==> src/rtl/tmr_bank_pkg.sv <==
package tmr_bank_pkg;

    localparam int NUM_CH   = 3;
    localparam int BUS_W    = 32;
    localparam int ADDR_W   = 8;

    localparam int BIT_RUN    = 7;
    localparam int BIT_RELOAD = 6;
    localparam int BIT_FAST   = 3;

    typedef enum logic [1:0] {
        OFF_PERIOD = 2'd0,
        OFF_COUNT  = 2'd1,
        OFF_CTRL   = 2'd2,
        OFF_CLEAR  = 2'd3
    } reg_off_e;

    typedef struct packed {
        logic run;
        logic reload;
        logic fast;
    } ctrl_t;

    function automatic logic [ADDR_W-1:0] ch_base(input int idx);
        case (idx)
            0:       return 8'h00;
            1:       return 8'h20;
            default: return 8'h80;
        endcase
    endfunction

    function automatic logic [BUS_W-1:0] ctrl_pack(input ctrl_t c);
        logic [BUS_W-1:0] w;
        w = '0;
        w[BIT_RUN]    = c.run;
        w[BIT_RELOAD] = c.reload;
        w[BIT_FAST]   = c.fast;
        return w;
    endfunction

endpackage

==> src/rtl/tmr_bank_decode.sv <==
module tmr_bank_decode
    import tmr_bank_pkg::*;
(
    input  logic [ADDR_W-1:0] addr,
    output logic [NUM_CH-1:0] sel,
    output reg_off_e          off
);

    for (genvar g = 0; g < NUM_CH; g++) begin : g_sel
        localparam logic [ADDR_W-1:0] BASE = ch_base(g);
        assign sel[g] = (addr[1:0] == 2'b00) && (addr[ADDR_W-1:4] == BASE[ADDR_W-1:4]);
    end

    assign off = reg_off_e'(addr[3:2]);

endmodule

==> src/rtl/tmr_chan.sv <==
module tmr_chan
    import tmr_bank_pkg::*;
#(
    parameter int CNT_W = 16
) (
    input  logic             clk,
    input  logic             rst,
    input  logic             wr_period,
    input  logic             wr_ctrl,
    input  logic             wr_clear,
    input  logic [CNT_W-1:0] period_in,
    input  ctrl_t            ctrl_in,
    input  logic             tick_fast,
    input  logic             tick_slow,
    output logic [CNT_W-1:0] period_q,
    output logic [CNT_W-1:0] count_q,
    output ctrl_t            ctrl_q,
    output logic             irq
);

    logic tick_sel;
    logic step;
    logic underflow;

    assign tick_sel  = ctrl_q.fast ? tick_fast : tick_slow;
    assign step      = ctrl_q.run && tick_sel;
    assign underflow = step && (count_q == '0);

    always_ff @(posedge clk) begin
        if (rst) begin
            period_q <= '0;
            count_q  <= '0;
            ctrl_q   <= '0;
            irq      <= 1'b0;
        end else begin
            if (step) begin
                if (underflow)
                    count_q <= ctrl_q.reload ? period_q : {CNT_W{1'b1}};
                else
                    count_q <= count_q - 1'b1;
            end else if (wr_period && !ctrl_q.run) begin
                count_q <= period_in;
            end
            if (wr_period) period_q <= period_in;
            if (wr_ctrl)   ctrl_q   <= ctrl_in;
            if (underflow)     irq <= 1'b1;
            else if (wr_clear) irq <= 1'b0;
        end
    end

    // flag holds until a clear write
    a_r8_irq_sticky: assert property (@(posedge clk) disable iff (rst)
        irq && !wr_clear |=> irq);

    // a clear without a same-cycle underflow drops the flag
    a_r9_clear_drops: assert property (@(posedge clk) disable iff (rst)
        wr_clear && !underflow |=> !irq);

    // reload mode takes the stored period at underflow
    a_r6_reload: assert property (@(posedge clk) disable iff (rst)
        underflow && ctrl_q.reload |=> count_q == $past(period_q));

    // free-run mode wraps to all ones
    a_r7_wrap: assert property (@(posedge clk) disable iff (rst)
        underflow && !ctrl_q.reload |=> &count_q);

    // a stopped counter only moves on a period write
    a_r5_hold: assert property (@(posedge clk) disable iff (rst)
        !ctrl_q.run && !wr_period |=> $stable(count_q));

    // a period write while stopped lands in the counter
    a_r3_copy: assert property (@(posedge clk) disable iff (rst)
        !ctrl_q.run && wr_period |=> count_q == $past(period_in));

endmodule

==> src/rtl/tmr_bank.sv <==
module tmr_bank
    import tmr_bank_pkg::*;
#(
    parameter int NARROW_W = 16,
    parameter int WIDE_W   = 32
) (
    input  logic              clk,
    input  logic              rst,
    input  logic [ADDR_W-1:0] bus_addr,
    input  logic              bus_we,
    input  logic [BUS_W-1:0]  bus_wdata,
    output logic [BUS_W-1:0]  bus_rdata,
    input  logic              tick_fast,
    input  logic              tick_slow,
    output logic [NUM_CH-1:0] irq_vec,
    output logic              irq_any
);

    logic [NUM_CH-1:0]            sel;
    reg_off_e                     off;
    ctrl_t                        ctrl_wr;
    logic [NUM_CH-1:0][BUS_W-1:0] rd_period;
    logic [NUM_CH-1:0][BUS_W-1:0] rd_count;
    logic [NUM_CH-1:0][BUS_W-1:0] rd_ctrl;

    tmr_bank_decode u_dec (
        .addr (bus_addr),
        .sel  (sel),
        .off  (off)
    );

    assign ctrl_wr = '{run: bus_wdata[BIT_RUN], reload: bus_wdata[BIT_RELOAD], fast: bus_wdata[BIT_FAST]};

    for (genvar g = 0; g < NUM_CH; g++) begin : g_ch
        localparam int W = (g == NUM_CH - 1) ? WIDE_W : NARROW_W;
        logic [W-1:0] period_w;
        logic [W-1:0] count_w;
        ctrl_t        ctrl_w;

        tmr_chan #(.CNT_W(W)) u_chan (
            .clk       (clk),
            .rst       (rst),
            .wr_period (bus_we && sel[g] && off == OFF_PERIOD),
            .wr_ctrl   (bus_we && sel[g] && off == OFF_CTRL),
            .wr_clear  (bus_we && sel[g] && off == OFF_CLEAR),
            .period_in (bus_wdata[W-1:0]),
            .ctrl_in   (ctrl_wr),
            .tick_fast (tick_fast),
            .tick_slow (tick_slow),
            .period_q  (period_w),
            .count_q   (count_w),
            .ctrl_q    (ctrl_w),
            .irq       (irq_vec[g])
        );

        assign rd_period[g] = 32'(period_w);
        assign rd_count[g]  = 32'(count_w);
        assign rd_ctrl[g]   = ctrl_pack(ctrl_w);
    end

    always_comb begin
        bus_rdata = '0;
        for (int i = 0; i < NUM_CH; i++) begin
            if (sel[i]) begin
                case (off)
                    OFF_PERIOD: bus_rdata = rd_period[i];
                    OFF_COUNT:  bus_rdata = rd_count[i];
                    OFF_CTRL:   bus_rdata = rd_ctrl[i];
                    default:    bus_rdata = '0;
                endcase
            end
        end
    end

    assign irq_any = |irq_vec;

    // an address selects at most one timer
    a_r1_onehot_sel: assert property (@(posedge clk) disable iff (rst)
        $onehot0(sel));

    // the combined line rises only when some flag is set
    a_r11_any_follows: assert property (@(posedge clk) disable iff (rst)
        $rose(irq_any) |-> $countones(irq_vec) > 0);

endmodule

==> config.mk <==
export PLATFORM = sky130hd
export DESIGN_NAME = tmr_bank
export DESIGN_NICKNAME = d
export VERILOG_FILES = /design/src/rtl/tmr_bank_pkg.sv /design/src/rtl/tmr_bank_decode.sv /design/src/rtl/tmr_chan.sv /design/src/rtl/tmr_bank.sv
export SDC_FILE = /design/constraint.sdc
export NUM_CORES = 1
export LEC_CHECK = 0
export BUFFER_PORTS_ARGS = -buffer_cell sky130_fd_sc_hd__buf_2
export CAP_MARGIN = 25
export CORE_MARGIN = 8
export CORE_UTILIZATION = 61
export CTS_CLUSTER_DIAMETER = 60
export DETAILED_ROUTE_END_ITERATION = 16
export HOLD_SLACK_MARGIN = 0.1
export PLACE_DENSITY = 0.77
export SLEW_MARGIN = 20
export SYNTH_ARGS = -nofsm -noshare
export SYNTH_HDL_FRONTEND = slang
export SYNTH_HIERARCHICAL = 1
export SYNTH_SLANG_ARGS = --single-unit
==> constraint.sdc <==
create_clock -name clk -period 4.8 [get_ports clk]
set_clock_uncertainty 0.1 [all_clocks]
set_input_delay 0.96 -clock clk [delete_from_list [all_inputs] [get_ports clk]]
set_output_delay 0.96 -clock clk [all_outputs]
set_load 0.05 [all_outputs]
* Word-level counts from Yosys, hierarchy flattened
Index checks and enable logic that the tools add are counted.
Word-level totals: bits in registers 140, input port bits 45, output and inout bits 36, logic and storage cells 93
Operators by class: add/sub/neg operators 3, equality and inequality tests 5, muxes and demuxes 27, reduce and logical (&&, ||, !) cells 40
Operators with widths (number):
- 32-bit 2-to-1 mux | 6
- 16-bit 2-to-1 mux | 9
- 16-bit one-hot mux with 3 select lines | 2
- 32-bit one-hot mux with 3 select lines | 1
- 16-bit logical NOT | 2
- 32-bit logical NOT | 1
- 16-bit by 1-bit subtractor with 16-bit output, second input constant | 2
- 32-bit by 1-bit subtractor with 32-bit output, second input constant | 1
- 1-bit logical AND | 24
- 2-bit nonzero test | 6
- 1-bit 2-to-1 mux | 9
- 2-bit == test, second input constant | 2
- 4-bit by 2-bit == test with 1-bit output, second input constant | 1
- 4-bit == test, second input constant | 1
- 2-bit logical NOT | 2
- 4-bit logical NOT | 1
- 1-bit logical NOT | 3
- 3-bit OR reduction | 1
- 2-bit by 1-bit == test with 1-bit output, second input constant | 1

* Longest topological paths before layout
word-level depth 7, depth in mapped cells 13, gate-level depth less buffers 9

* Modules after synthesis
The synthesis kept the hierarchy.
By module, submodules not included:
- tmr_chan at g_ch[0].u_chan ... | instances 2, cells each 235, area an instance 2122.0 µm², sequential area each 720.7 µm²
- tmr_chan at g_ch[2].u_chan | instances 1, cells each 446, area an instance 3624.7 µm², sequential area each 1361.3 µm²
- tmr_bank | instances 1, cells each 177, area an instance 1285.0 µm², sequential area each 0.0 µm²
- tmr_bank_decode | instances 1, cells each 6, area an instance 56.3 µm², sequential area each 0.0 µm²

* Worst setup path before layout
Ideal clock, no wire load.
path type input port to output port, start point input bus_addr[1], end point output bus_rdata[12], arrival 3.333 ns, required time 3.740 ns, setup slack 0.407 ns, stages on the path 6, path buffers 1, cells stage by stage or4_4 nor3_1 or3b_4 buf_6 o22a_1 o22ai_1
On the way: longest elaborated chain between the ends 5, elaborated cells between the ends (all ways) 7, classes of those cells 3 x mux; 4 x reduce/logical
Ends and longest elaborated chain:
- from (decl) | line tmr_bank.sv:9 | input logic [ADDR_W-1:0] bus_addr,
- 2-bit logical NOT | line tmr_bank_decode.sv:11 | assign sel[g] = (addr[1:0] == 2'b00) && (addr[ADDR_W-1:4] == BASE[ADDR_W-1:4]);
- 1-bit logical AND | line tmr_bank_decode.sv:11
- net sel[0] | line tmr_bank.sv:19 | logic [NUM_CH-1:0] sel;
- 16-bit 2-to-1 mux | line tmr_bank.sv:64 | if (sel[i]) begin
- 32-bit 2-to-1 mux (2 in series) | line tmr_bank.sv:64
- to (decl) | line tmr_bank.sv:12 | output logic [BUS_W-1:0] bus_rdata,
The timed path passes the listed nets, and every way through them passes these cells.

* Worst setup path in the final report
start point input bus_addr[1], end point output bus_rdata[2]
On the way: elaborated cells between the ends (all ways) 7, classes of those cells 3 x mux; 4 x reduce/logical
RTL lines (line):
- 2-bit logical NOT | tmr_bank_decode.sv:11
- 1-bit logical AND | tmr_bank_decode.sv:11
- net sel[1] | tmr_bank.sv:19
- 32-bit 2-to-1 mux (2 in series) | tmr_bank.sv:64
The timed path passes the listed nets, and every way through them passes these cells.

==> flow_metrics.env <==
export IMPL_cts_buffers=17
export IMPL_layout_drive_gt1_share_pct=17.0
export IMPL_syn_avg_cell_area_um2=8.38
export IMPL_drt_first_pass_iters=7
export IMPL_stdcell_area_mm2=0.0102
export IMPL_outcome="complete, no violations"
export IMPL_slew_viol_final=0
export IMPL_cts_tree="yes"
export IMPL_groute_usage_overall_pct=28.4
export IMPL_portBuffers=80
export IMPL_yosysTopAreaCell="dfxtp_1"
export IMPL_ys_top_cells_by_count="mux2i_1 (161), dfxtp_1 (140), nor2_1 (128)"
export IMPL_synth_edf_count=0
export IMPL_clockBufferDepth=2
export IMPL_wl_mm=28.2
export IMPL_core_area_mm2=0.0150
export IMPL_yosysSeqAreaShare_pct=30.4
export IMPL_cts_resized=0
export IMPL_syn_nets=1149
export IMPL_drc=0
export IMPL_ios=81
export IMPL_power_internal_mw=2.10
export IMPL_dp_final_hpwl_mm=19.2
export IMPL_area_growth_pct=11.0
export IMPL_viasPerCell=6.53
export IMPL_share_comb_of_total_power_pct=5.8
export IMPL_fin_ws_ns=0.502
export IMPL_finalSetupViolations=0
export IMPL_synth_warnings=6
export IMPL_die_area_mm2=0.0193
export IMPL_pwr_share_clk_pct=51.9
export IMPL_seq_area_mm2=0.00280
export IMPL_switching_power_mw=0.650
export IMPL_relSlewSlack_pct=28.4
export IMPL_hold_path_class="reg2reg"
export IMPL_final_nets=1186
export IMPL_grt_overflow=0
export IMPL_grt_pass1_wl_mm=44.6
export IMPL_fmax_ghz=0.233
export IMPL_finalCriticalPeriod_ns=4.30
export IMPL_path_max_fanout=13
export IMPL_rsz0062_at_grt="no"
export IMPL_clk_pin_slew_ns=0.06
export IMPL_whs_ns=0.392
export IMPL_synth_top_area_share_pct=30.4
export IMPL_multi_input_area_mm2=0.00593
export IMPL_holdBufCountCts=0
export IMPL_synth_cells=1099
export IMPL_antenna_found_initial=1
export IMPL_worstSetupPathType="in2out"
export IMPL_rows=45
export IMPL_seq_power_share_pct=42.3
export IMPL_yosys_most_used_dff="dfxtp_1"
export IMPL_die_x_um=139
export IMPL_critPathArrivalTime_ns=3.24
export IMPL_clk_latency_ns=0.43
export IMPL_cts_root_buf="clkbuf_16"
export IMPL_grt_max_degree=63
export IMPL_crit_path_end_kind="output port"
export IMPL_initialDrtViolationCount=717
export IMPL_fill_cells=1254
export IMPL_drv_cap=0
export IMPL_vias=8741
export IMPL_place_worst_setup_slack_ns=0.553
export IMPL_start_kind="input pin"
export IMPL_switching_share_pct=23.6
export IMPL_wl_per_cell_um=21.0
export IMPL_clock_sinks=140
export IMPL_period_share_pct=89.5
export IMPL_post_cts_buffers=0
export IMPL_p_per_area_mw_per_mm2=270
export IMPL_vdd_drop_max_v=0.000246
export IMPL_synth_cell_types=75
export IMPL_die_y_um=139
export IMPL_finalHoldViolCount=0
export IMPL_worst_slew_pin_transition_ns=1.07
export IMPL_ys_top_cells_by_area="dfxtp_1 (30%), mux2i_1 (17%), nor2_1 (5.2%), nand2_1 (3.9%), a21oi_1 (2.8%)"
export IMPL_htree_levels=4
export IMPL_initial_core_util_pct=61.5
export IMPL_place_area_mm2=0.00959
export IMPL_final_setup_tns_ns=0
export IMPL_synth_ff_latch_count=140
export IMPL_gp_congestion=0.924
export IMPL_async_flop_share_pct=0
export IMPL_crit_required_ns=3.74
export IMPL_p_leak_nw=3.93
export IMPL_ant_nets=0
export IMPL_netlist_area_mm2=0.00921
export IMPL_grt_pass1_vias=8257
export IMPL_synth_most_common_cell="mux2i_1"
-- flip-flops by register name, summed over array words and instances, names as in the netlist --
name,count
g_ch.u_chan/irq,3
g_ch.u_chan/ctrl_q,9
g_ch.u_chan/period_q,64
g_ch.u_chan/count_q,64
-- metrics by stage --
step / cells / power, mW / util [%]
detailed placement: 1305 / 1.35 / 64.0
global placement: 1305 / 1.35 / 64.0
global route: 1338 / 2.82 / 68.3
floorplan: 1099 / 1.29 / -
finish: 1338 / 2.76 / 68.3
CTS: 1337 / 2.76 / 68.2
-- layer usage --
metal	global-route usage, %	share of wire (%)
met2	48.2	48
met4	13.6	3.7
met1	33.7	40
met3	5.78	7.7
met5	0	0
-- cells in the final DEF (no fill, tap or decap), types with 7 or more instances in the layout --
cell	instances
buf_4	23
o22ai_1	21
xor2_1	21
xnor2_1	13
nand3b_1	15
mux2i_1	161
o21ai_0	32
nor2b_1	16
buf_2	78
nand3_1	19
or3_1	8
clkbuf_16	17
o311ai_0	8
nand2b_1	28
mux2_2	9
nand2_1	95
dfxtp_1	140
o21a_1	7
inv_1	16
nand4_1	12
a31oi_1	21
nor4_1	16
nor2_1	128
o211ai_1	12
o22a_1	10
a31o_2	10
nor3_1	26
a21oi_1	51
-- worst paths after layout --
path / from / end / slack, ns / cells after the start
worst max-delay path: bus_addr[1] / bus_rdata[2] / 0.50 / 7
worst min-delay path: g_ch[2].u_chan/irq / g_ch[2].u_chan/irq / 0.39 / 2
worst max register to register: g_ch[2].u_chan/count_q[6] / g_ch[2].u_chan/count_q[11] / 1.50 / 7
worst min register to register: g_ch[2].u_chan/irq / g_ch[2].u_chan/irq / 0.39 / 2
-- area by class of cell --
class	instances	share of cell area, %
timing repair buffer	101	5.51
clock buffer	19	4.33
sequential	140	27.4
inverter	16	0.587
tap	188	2.30
antenna	1	0.0245
multi-input combinational	860	58.0
clock inverter	13	1.85
-- worst max-delay path, cell delays in order --
cell and delay, ns:
buf_2 0.10, or4_4 0.57, nor3b_2 0.33, or2b_1 0.45, o22a_2 0.27, o22ai_1 0.22
buf_2 0.33
-- cell families after synthesis --
family	share of synthesized area, %
adder cells (fa/ha/maj)	0.679
AO/OA/AOI/OAI	16.1
XOR/XNOR	3.23
AND/OR/NAND/NOR	25.2
flip-flops	30.4
buffers and inverters	5.39
multiplexers	18.9
-- power groups by stage --
stage                     Clock, mW  Sequential, mW  Combinational, mW
after detailed placement          0            1.19              0.154
after floorplan                   0            1.19             0.0956
final                          1.43            1.17              0.159
after CTS                      1.44            1.17              0.154
after global placement            0            1.19              0.154
after global routing           1.49            1.17              0.167
(Power assumes the default switching activity.)
